<file path="config.mk">
export PLATFORM = sky130hd
export DESIGN_NAME = mcp_core
export DESIGN_NICKNAME = d
export VERILOG_FILES = /design/src/rtl/mcp_pkg.sv /design/src/rtl/mcp_alu.sv /design/src/rtl/mcp_regfile.sv /design/src/rtl/mcp_ctrl.sv /design/src/rtl/mcp_core.sv
export SDC_FILE = /design/constraint.sdc
export NUM_CORES = 1
export LEC_CHECK = 0
export CAP_MARGIN = 20
export CORE_MARGIN = 5
export CORE_UTILIZATION = 50
export DETAILED_ROUTE_END_ITERATION = 8
export PLACE_DENSITY = 0.8
export SYNTH_ARGS = -nofsm -noshare
export SYNTH_HDL_FRONTEND = slang
export SYNTH_HIERARCHICAL = 1
export SYNTH_SLANG_ARGS = --single-unit
</file>
<file path="constraint.sdc">
create_clock -name clk -period 15.85 [get_ports clk]
set_clock_uncertainty 0.1 [all_clocks]
set_input_delay 4.755 -clock clk [delete_from_list [all_inputs] [get_ports clk]]
set_output_delay 4.755 -clock clk [all_outputs]
set_load 0.02 [all_outputs]
</file>
<file path="src/rtl/mcp_pkg.sv">
package mcp_pkg;
  localparam int INSTR_W = 16;
  localparam int REG_AW  = 4;
  localparam int FIELD_W = 8;

  localparam logic [3:0] OPC_LOAD  = 4'h0;
  localparam logic [3:0] OPC_STORE = 4'h1;
  localparam logic [3:0] OPC_ADD   = 4'h2;
  localparam logic [3:0] OPC_LDC   = 4'h3;
  localparam logic [3:0] OPC_SUB   = 4'h4;
  localparam logic [3:0] OPC_JZ    = 4'h5;

  typedef enum logic [3:0] {
    ST_INIT, ST_FETCH, ST_DECODE,
    ST_LOAD, ST_STORE, ST_ADD, ST_LDC, ST_SUB, ST_JZ, ST_NOP
  } state_t;

  typedef enum logic [1:0] {
    WS_ALU   = 2'b00,
    WS_MEM   = 2'b01,
    WS_CONST = 2'b10
  } wsel_t;

  typedef enum logic [1:0] {
    AL_PASS = 2'b00,
    AL_ADD  = 2'b01,
    AL_SUB  = 2'b10
  } alu_op_t;
endpackage

</file>
<file path="src/rtl/mcp_alu.sv">
module mcp_alu import mcp_pkg::*; #(
  parameter int W = 16
) (
  input  alu_op_t        op,
  input  logic [W-1:0]   a,
  input  logic [W-1:0]   b,
  output logic [W-1:0]   y
);
  always_comb begin
    case (op)
      AL_ADD:  y = a + b;
      AL_SUB:  y = a - b;
      default: y = a;
    endcase
  end
endmodule

</file>
<file path="src/rtl/mcp_regfile.sv">
module mcp_regfile #(
  parameter int W  = 16,
  parameter int AW = 4
) (
  input  logic          clk,
  input  logic          we,
  input  logic [AW-1:0] waddr,
  input  logic [W-1:0]  wdata,
  input  logic [AW-1:0] paddr,
  output logic [W-1:0]  pdata,
  input  logic [AW-1:0] qaddr,
  output logic [W-1:0]  qdata
);
  localparam int DEPTH = 1 << AW;

  // no reset so the array maps onto distributed RAM
  logic [W-1:0] regs [DEPTH];

  always_ff @(posedge clk) begin
    if (we) regs[waddr] <= wdata;
  end

  assign pdata = regs[paddr];
  assign qdata = regs[qaddr];
endmodule

</file>
<file path="src/rtl/mcp_ctrl.sv">
module mcp_ctrl import mcp_pkg::*; #(
  parameter int PC_W = 16
) (
  input  logic               clk,
  input  logic               rst,
  input  logic [INSTR_W-1:0] imem_data,
  input  logic               rf_pzero,
  output logic               imem_rd,
  output logic [PC_W-1:0]    pc,
  output logic [FIELD_W-1:0] imm,
  output logic               d_rd,
  output logic               d_wr,
  output logic               rf_we,
  output logic [REG_AW-1:0]  rf_waddr,
  output logic [REG_AW-1:0]  rf_paddr,
  output logic [REG_AW-1:0]  rf_qaddr,
  output wsel_t              wsel,
  output alu_op_t            alu_op
);
  localparam int PAD = PC_W - FIELD_W;

  state_t               state, nxt;
  logic [INSTR_W-1:0]   ir;
  logic [3:0]           opc;
  logic [REG_AW-1:0]    fa, fb, fc;
  logic [PC_W-1:0]      off_ext, jmp_tgt;

  assign opc = ir[15:12];
  assign fa  = ir[11:8];
  assign fb  = ir[7:4];
  assign fc  = ir[3:0];
  assign imm = ir[FIELD_W-1:0];

  // fetch has already advanced pc by one, so the adder takes one back
  assign off_ext = {{PAD{ir[FIELD_W-1]}}, ir[FIELD_W-1:0]};
  assign jmp_tgt = pc + off_ext - PC_W'(1);

  always_comb begin
    case (state)
      ST_INIT:   nxt = ST_FETCH;
      ST_FETCH:  nxt = ST_DECODE;
      ST_DECODE: begin
        case (opc)
          OPC_LOAD:  nxt = ST_LOAD;
          OPC_STORE: nxt = ST_STORE;
          OPC_ADD:   nxt = ST_ADD;
          OPC_LDC:   nxt = ST_LDC;
          OPC_SUB:   nxt = ST_SUB;
          OPC_JZ:    nxt = ST_JZ;
          default:   nxt = ST_NOP;
        endcase
      end
      default:   nxt = ST_FETCH;
    endcase
  end

  always_ff @(posedge clk) begin
    if (rst) begin
      state <= ST_INIT;
      pc    <= '0;
      ir    <= '0;
    end else begin
      state <= nxt;
      case (state)
        ST_INIT:  pc <= '0;
        ST_FETCH: begin
          ir <= imem_data;
          pc <= pc + PC_W'(1);
        end
        ST_JZ:    if (rf_pzero) pc <= jmp_tgt;
        default:  ;
      endcase
    end
  end

  always_comb begin
    imem_rd  = 1'b0;
    d_rd     = 1'b0;
    d_wr     = 1'b0;
    rf_we    = 1'b0;
    rf_waddr = fa;
    rf_paddr = fa;
    rf_qaddr = fc;
    wsel     = WS_ALU;
    alu_op   = AL_PASS;
    case (state)
      ST_FETCH: imem_rd = 1'b1;
      ST_LOAD: begin
        d_rd  = 1'b1;
        wsel  = WS_MEM;
        rf_we = 1'b1;
      end
      ST_STORE: d_wr = 1'b1;
      ST_ADD: begin
        rf_paddr = fb;
        alu_op   = AL_ADD;
        rf_we    = 1'b1;
      end
      ST_SUB: begin
        rf_paddr = fb;
        alu_op   = AL_SUB;
        rf_we    = 1'b1;
      end
      ST_LDC: begin
        wsel  = WS_CONST;
        rf_we = 1'b1;
      end
      default: ;
    endcase
  end

  // the first fetch after init reads address zero
  a_r1_start_at_zero: assert property (@(posedge clk) disable iff (rst)
    (imem_rd && $past(state) == ST_INIT) |-> pc == '0);

  // fetch strobes are three cycles apart
  a_r2_fetch_period: assert property (@(posedge clk) disable iff (rst)
    imem_rd |-> ##3 imem_rd);

  a_r2_no_early_fetch: assert property (@(posedge clk) disable iff (rst)
    imem_rd |=> !imem_rd ##1 !imem_rd);

  // fetch advances the program counter by one
  a_r11_fetch_step: assert property (@(posedge clk) disable iff (rst)
    imem_rd |=> pc == $past(pc) + PC_W'(1));

  // an untaken jump leaves the program counter alone
  a_r9_untaken_hold: assert property (@(posedge clk) disable iff (rst)
    (state == ST_JZ && !rf_pzero) |=> $stable(pc));

  // an unused opcode writes nothing and touches no memory
  a_r10_nop_quiet: assert property (@(posedge clk) disable iff (rst)
    (state == ST_NOP) |-> (!rf_we && !d_rd && !d_wr));
endmodule

</file>
<file path="src/rtl/mcp_core.sv">
module mcp_core import mcp_pkg::*; #(
  parameter int DATA_W = 16,
  parameter int PC_W   = 16
) (
  input  logic               clk,
  input  logic               rst,
  output logic [PC_W-1:0]    imem_addr,
  output logic               imem_rd,
  input  logic [INSTR_W-1:0] imem_data,
  output logic [FIELD_W-1:0] dmem_addr,
  output logic               dmem_rd,
  output logic               dmem_wr,
  output logic [DATA_W-1:0]  dmem_wdata,
  input  logic [DATA_W-1:0]  dmem_rdata
);
  localparam int CPAD = DATA_W - FIELD_W;

  logic               rf_we, rf_pzero;
  logic [REG_AW-1:0]  rf_waddr, rf_paddr, rf_qaddr;
  logic [DATA_W-1:0]  rf_pdata, rf_qdata, rf_wdata, alu_y;
  logic [FIELD_W-1:0] imm;
  wsel_t              wsel;
  alu_op_t            alu_op;

  mcp_ctrl #(.PC_W(PC_W)) u_ctrl (
    .clk      (clk),
    .rst      (rst),
    .imem_data(imem_data),
    .rf_pzero (rf_pzero),
    .imem_rd  (imem_rd),
    .pc       (imem_addr),
    .imm      (imm),
    .d_rd     (dmem_rd),
    .d_wr     (dmem_wr),
    .rf_we    (rf_we),
    .rf_waddr (rf_waddr),
    .rf_paddr (rf_paddr),
    .rf_qaddr (rf_qaddr),
    .wsel     (wsel),
    .alu_op   (alu_op)
  );

  mcp_regfile #(.W(DATA_W), .AW(REG_AW)) u_rf (
    .clk  (clk),
    .we   (rf_we),
    .waddr(rf_waddr),
    .wdata(rf_wdata),
    .paddr(rf_paddr),
    .pdata(rf_pdata),
    .qaddr(rf_qaddr),
    .qdata(rf_qdata)
  );

  mcp_alu #(.W(DATA_W)) u_alu (
    .op(alu_op),
    .a (rf_pdata),
    .b (rf_qdata),
    .y (alu_y)
  );

  // zero detector on the p read port
  assign rf_pzero = ~|rf_pdata;

  always_comb begin
    case (wsel)
      WS_MEM:   rf_wdata = dmem_rdata;
      WS_CONST: rf_wdata = {{CPAD{1'b0}}, imm};
      default:  rf_wdata = alu_y;
    endcase
  end

  assign dmem_addr  = imm;
  assign dmem_wdata = rf_pdata;

  // never read and write data memory in the same cycle
  a_r4_rd_wr_excl: assert property (@(posedge clk) disable iff (rst)
    !(dmem_rd && dmem_wr));

  // a memory read always lands in the register file
  a_r3_load_path: assert property (@(posedge clk) disable iff (rst)
    dmem_rd |-> (rf_we && wsel == WS_MEM));

  // a store never writes the register file
  a_r4_store_no_rf: assert property (@(posedge clk) disable iff (rst)
    dmem_wr |-> !rf_we);
endmodule

</file>
# Word-level counts from Yosys, hierarchy flattened

Memories as Yosys holds them, arrays and structs flattened. A register that Yosys moved wholly into a read port is not among the register bits.
Cells that the tools add are included.

Register bits: 36
RAM bits: 256
Input port bits: 34
Output and inout bits: 43
Logic and storage cells: 51
Memories kept: 1

Add/sub/neg operators: 5
Eq/ne operators: 18
Muxes and demuxes: 17
Reduce and logical (&&, ||, !) cells: 7

Memories:

| name      | depth | bits a word | rd ports | clocked after Yosys merged registers in | wr ports | RTL line          | source |
|---|---|---|---|---|---|---|---|
| u_rf.regs | 16    | 16          | 2        | 1                                       | 1        | mcp_regfile.sv:17 | `logic [W-1:0] regs [DEPTH];` |

Operator list:

| kind                  | number |
|---|---|
| $pmux 16 s2           | 2 |
| $pmux 16 s3           | 1 |
| $add 16x16->16        | 2 |
| $eq 4x3->1 const B    | 6 |
| $pmux 4 s6            | 1 |
| $add 16x1->16 const B | 1 |
| $eq 4x2->1 const B    | 4 |
| $mux 16               | 1 |
| $reduce_or 16->1      | 1 |
| $sub 16x1->16 const B | 1 |
| $sub 16x16->16        | 1 |
| $mux 4                | 3 |
| $eq 4x1->1 const B    | 2 |
| $logic_not 4->1       | 2 |
| $pmux 2 s2            | 2 |
| $pmux 4 s2            | 1 |
| $mux 1                | 6 |
| $eq 2x1->1 const B    | 2 |
| $eq 2x2->1 const B    | 2 |
| $eq 4x4->1 const B    | 1 |
| $reduce_or 4->1       | 1 |
| $reduce_bool 3->1     | 1 |
| $ne 2x2->1 const B    | 1 |
| $reduce_and 2->1      | 1 |
| $reduce_or 2->1       | 1 |

# Depth between registers and ports, before layout

An unclocked memory read counts as a cell.

Word-level depth: 7
Depth in mapped cells: 22
Mapped depth without buffers: 19

# Cells and area by module

Netlist, hierarchy kept.

Modules (own cells, without submodules):

| module      | instances | cells an instance | area each (µm²) | sequential area each (µm²) |
|---|---|---|---|---|
| mcp_regfile | 1         | 553               | 11728.7         | 7687.4 |
| mcp_ctrl    | 1         | 394               | 2932.8          | 720.7 |
| mcp_alu     | 1         | 190               | 1234.9          | 0.0 |
| mcp_core    | 1         | 47                | 322.8           | 0.0 |

# Worst setup path after synthesis

Ideal clock, no wire load.

Path kind: register to output
From: register u_ctrl.state[3]
To: output port dmem_wdata[4]
Arrival: 2.227 ns
Required time: 10.995 ns
Path slack: 8.768 ns
Cell stages (with the launch flop): 9
Buffers on the path: 3
Cells stage by stage: dfxtp_1 clkbuf_2 nand3b_1 o21ai_0 buf_6 buf_6 mux4_1 a22oi_1 nand2_1

Longest elaborated chain between the ends: 4
Elaborated cells on any way between the ends: 5
Those cells by class: 2 x eq/ne; 1 x mux; 1 x reduce/logical; 1 x memory

RTL lines:

| element                              | RTL line       | source |
|---|---|---|
| start: declaration                   | mcp_ctrl.sv:22 | `state_t state, nxt;` |
| start signal: assignment             | mcp_ctrl.sv:63 | `state <= nxt;` |
| $eq 4x3->1                           | mcp_ctrl.sv:86 | `case (state)` |
| $reduce_or 2->1 (no source line) (*) | --             |  |
| $mux 4 (*)                           | mcp_ctrl.sv:86 |  |
| net rf_paddr[0]                      | mcp_core.sv:19 | `logic [REG_AW-1:0] rf_waddr, rf_paddr, rf_qaddr;` |
| $mem_v2 16x16 (*)                    | --             |  |
| end: declaration                     | mcp_core.sv:13 | `output logic [DATA_W-1:0] dmem_wdata,` |

The timed path passes the listed nets; every way through them passes the cells marked *.

# Worst setup path in the final report

From: register u_ctrl.state[2]
To: output port dmem_wdata[8]

The elaborated chain is that of the path after synthesis.

==> impl_metrics.ini <==
[synth]
synth.area.top_cells = edfxtp_1 47%, mux4_2 14%, dfxtp_1 4.4%
synthesis.instances = 1184
synth_edf_count = 256
synthArstFlopShare_pct = 0
synth_area_um2 = 16200
synth_area_leader_cell = edfxtp_1
synth.most_common_cell = edfxtp_1
synth.avg_cell_area_um2 = 13.7
syn_nets = 1269
yosys-top-cells-count = 256 x edfxtp_1, 112 x nand2_1, 103 x mux4_2
synth-warning-count = 6
ys_types = 78
ys_ff_latch = 292
synth_top_area_share_pct = 47.4
synthFlopType = edfxtp_1
ys_seq_area_share_pct = 51.8

[min_path]
min_path_type = register to register
min_from = u_ctrl/ir[12]$_SDFFE_PP0P_

[global_route]
grt_max_degree = 65
grt_first_pass_wirelength_um = 65300
grt_usage_pct = 23.3
antenna_found_initial = 0
overflow = 0
grt_pass1_vias = 11000

[sta]
hold_slack_ps = 394
drv_slew = 0
finalCritPeriodShare_pct = 59.6
max_freq_mhz = 106
rsz0062_at_grt = no
setup_viol = 0
maxSlewHeadroom_pct = 18.9
hold_viol = 0
tns_ps = 0
period_needed_ps = 9450
tightestPinTransition_ps = 1210

[clock_tree]
postCtsSetupBuffers = 0
cts_tree = yes
cts_hold_buf = 0
clk_pin_slew_ps = 60
ctsResizeCount = 0
cts_made_buffers = 28
clockRootBuffer = clkbuf_16
clk_latency_ps = 570
clk_path_buf_depth = 3
cts_sinks = 292
cts_max_level = 1

[setup_path]
arrival_ps = 4590
start_kind = register
critPathCaptureType = primary output
cp_max_fo = 36
r2r_start = u_ctrl/ir[0]$_SDFFE_PP0P_
critical_path_required_ps = 11000
crit_start = u_ctrl/state[2]$_SDFF_PP0_
worstSetupPathType = register to primary output

[routing]
dr.pass1.iters = 5
wl_um = 43100
viasPerCell = 6.59
ant_nets = 0
drtIter0Drc = 1235
vias = 11300
avgRoutedWirePerCell_um = 25.2
post-route-drc-count = 0

[floorplan]
start_util_pct = 50.2
num_rows = 66
die_w_um = 190
fp.dieH_um = 190
dieArea_um2 = 36100
core_region_area_um2 = 32300
ios = 77

[pwr]
p_seq_share_pct = 42.4
power_density_nw_per_um2 = 117
switchingPower_mw = 0.627
clockPowerShare_pct = 32.8
p_leak_nw = 6.05
fin_total_pwr_mw = 2.14
swShare_pct = 29.4
p_int_mw = 1.51
peakVddDrop_mv = 0.0587
combinationalPowerShare_pct = 24.8

[finish]
fin_area_um2 = 18300
fillerInstances = 2404
area_growth_pct = 12.9
insertedDiodeCount = 0
drive_above_1_share_pct = 17.7
nNetsFinal = 1333

[placement]
dpl.hpwl_um = 27600
portBuffers = 76
placed_area_um2 = 17300
place_congestion = 0.949

[status]
status = complete, no violations

[flow_run]
maxCapViolations = 0
==> power by group through the flow <==
stage	sequential, mW	clock [mW]	combinational [mW]
after floorplan	0.909	0	0.386
after global placement	0.920	0	0.499
after detailed placement	0.921	0	0.512
after CTS	0.905	0.707	0.518
after global routing	0.906	0.744	0.570
final	0.905	0.701	0.530
==> final timing paths <==
check / endpoint / slack [ps] / cells past startpoint
max: dmem_wdata[8] / 6400 / 8
max reg2reg: u_rf/regs[4][15]$_DFFE_PP_ / 9040 / 19
min: u_ctrl/ir[12]$_SDFFE_PP0P_ / 390 / 2
min reg2reg: u_ctrl/ir[12]$_SDFFE_PP0P_ / 390 / 2
==> cells by family (layout without fill, tap and decap cells) <==
family | after synthesis | in the layout | share of synthesized area, %
and+or+nand+nor | 266 | 266 | 7.67
buffers and inverters | 149 | 235 | 5.05
muxes | 132 | 132 | 18.7
DFF | 292 | 292 | 51.8
adders and majority gates | 51 | 51 | 4.03
AOI/OAI and AO/OA | 255 | 255 | 10.6
xor gates and xnor gates | 39 | 39 | 2.15
==> layer usage <==
metal	wire length (um)	GRT usage [%]	vias up
li1	-	-	4796
met1	15600	30.3	5593
met2	21400	39.9	765
met3	4500	3.28	133
met4	1660	8.82	0
met5	0	0	-
==> state kept, by name, indices dropped and copies added, names as in the netlist <==
name / cells
u_rf/regs: 256
u_ctrl/state: 4
u_ctrl/ir: 16
u_ctrl/pc: 16
==> metrics by stage <==
stage	setup WS [ps]	instances	util, %
floorplan	8770	1184	-
global placement	6920	1657	53.6
detailed placement	6840	1657	53.6
CTS	6140	1709	56.6
global route	6060	1712	56.7
finish	6400	1712	56.7
==> worst max-delay path: stages (launching register included) <==
cell             delay [ps]
dfxtp_1                 510
nand3b_1                450
o21ai_4                 540
buf_4                   470
buf_16                  320
mux4_1                  600
a22oi_1                 250
nand2_1                 250
clkdlybuf4s50_1         600
==> cells in the final DEF (no fill, tap or decap), types with 18 or more instances in the layout <==
master           netlist  final
a22oi_1               76     76
clkdlybuf4s50_1        0     76
o21ai_0               46     44
nor2_1                63     62
ha_1                  49     49
a21oi_1               54     54
inv_1                 65     65
buf_4                 27     39
nand2_1              112    112
nor3_1                22     18
edfxtp_1             256    256
clkbuf_16              0     28
xnor2_1               26     26
dfxtp_1               36     34
mux4_1                24     24
mux4_2               103    103
==> final cells by class <==
cell class              count  area (um2)  share of cell area (%)
flip-flops and latches    292        8410                    45.9
multi-input cells         743        7040                    38.4
repair buffers            117        1090                    5.98
clock buffers              28         701                    3.83
well taps                 442         553                    3.02
clock inverters            24         268                    1.46
inverters                  66         248                    1.35
No activity file was read; power rests on OpenSTA's default activity.
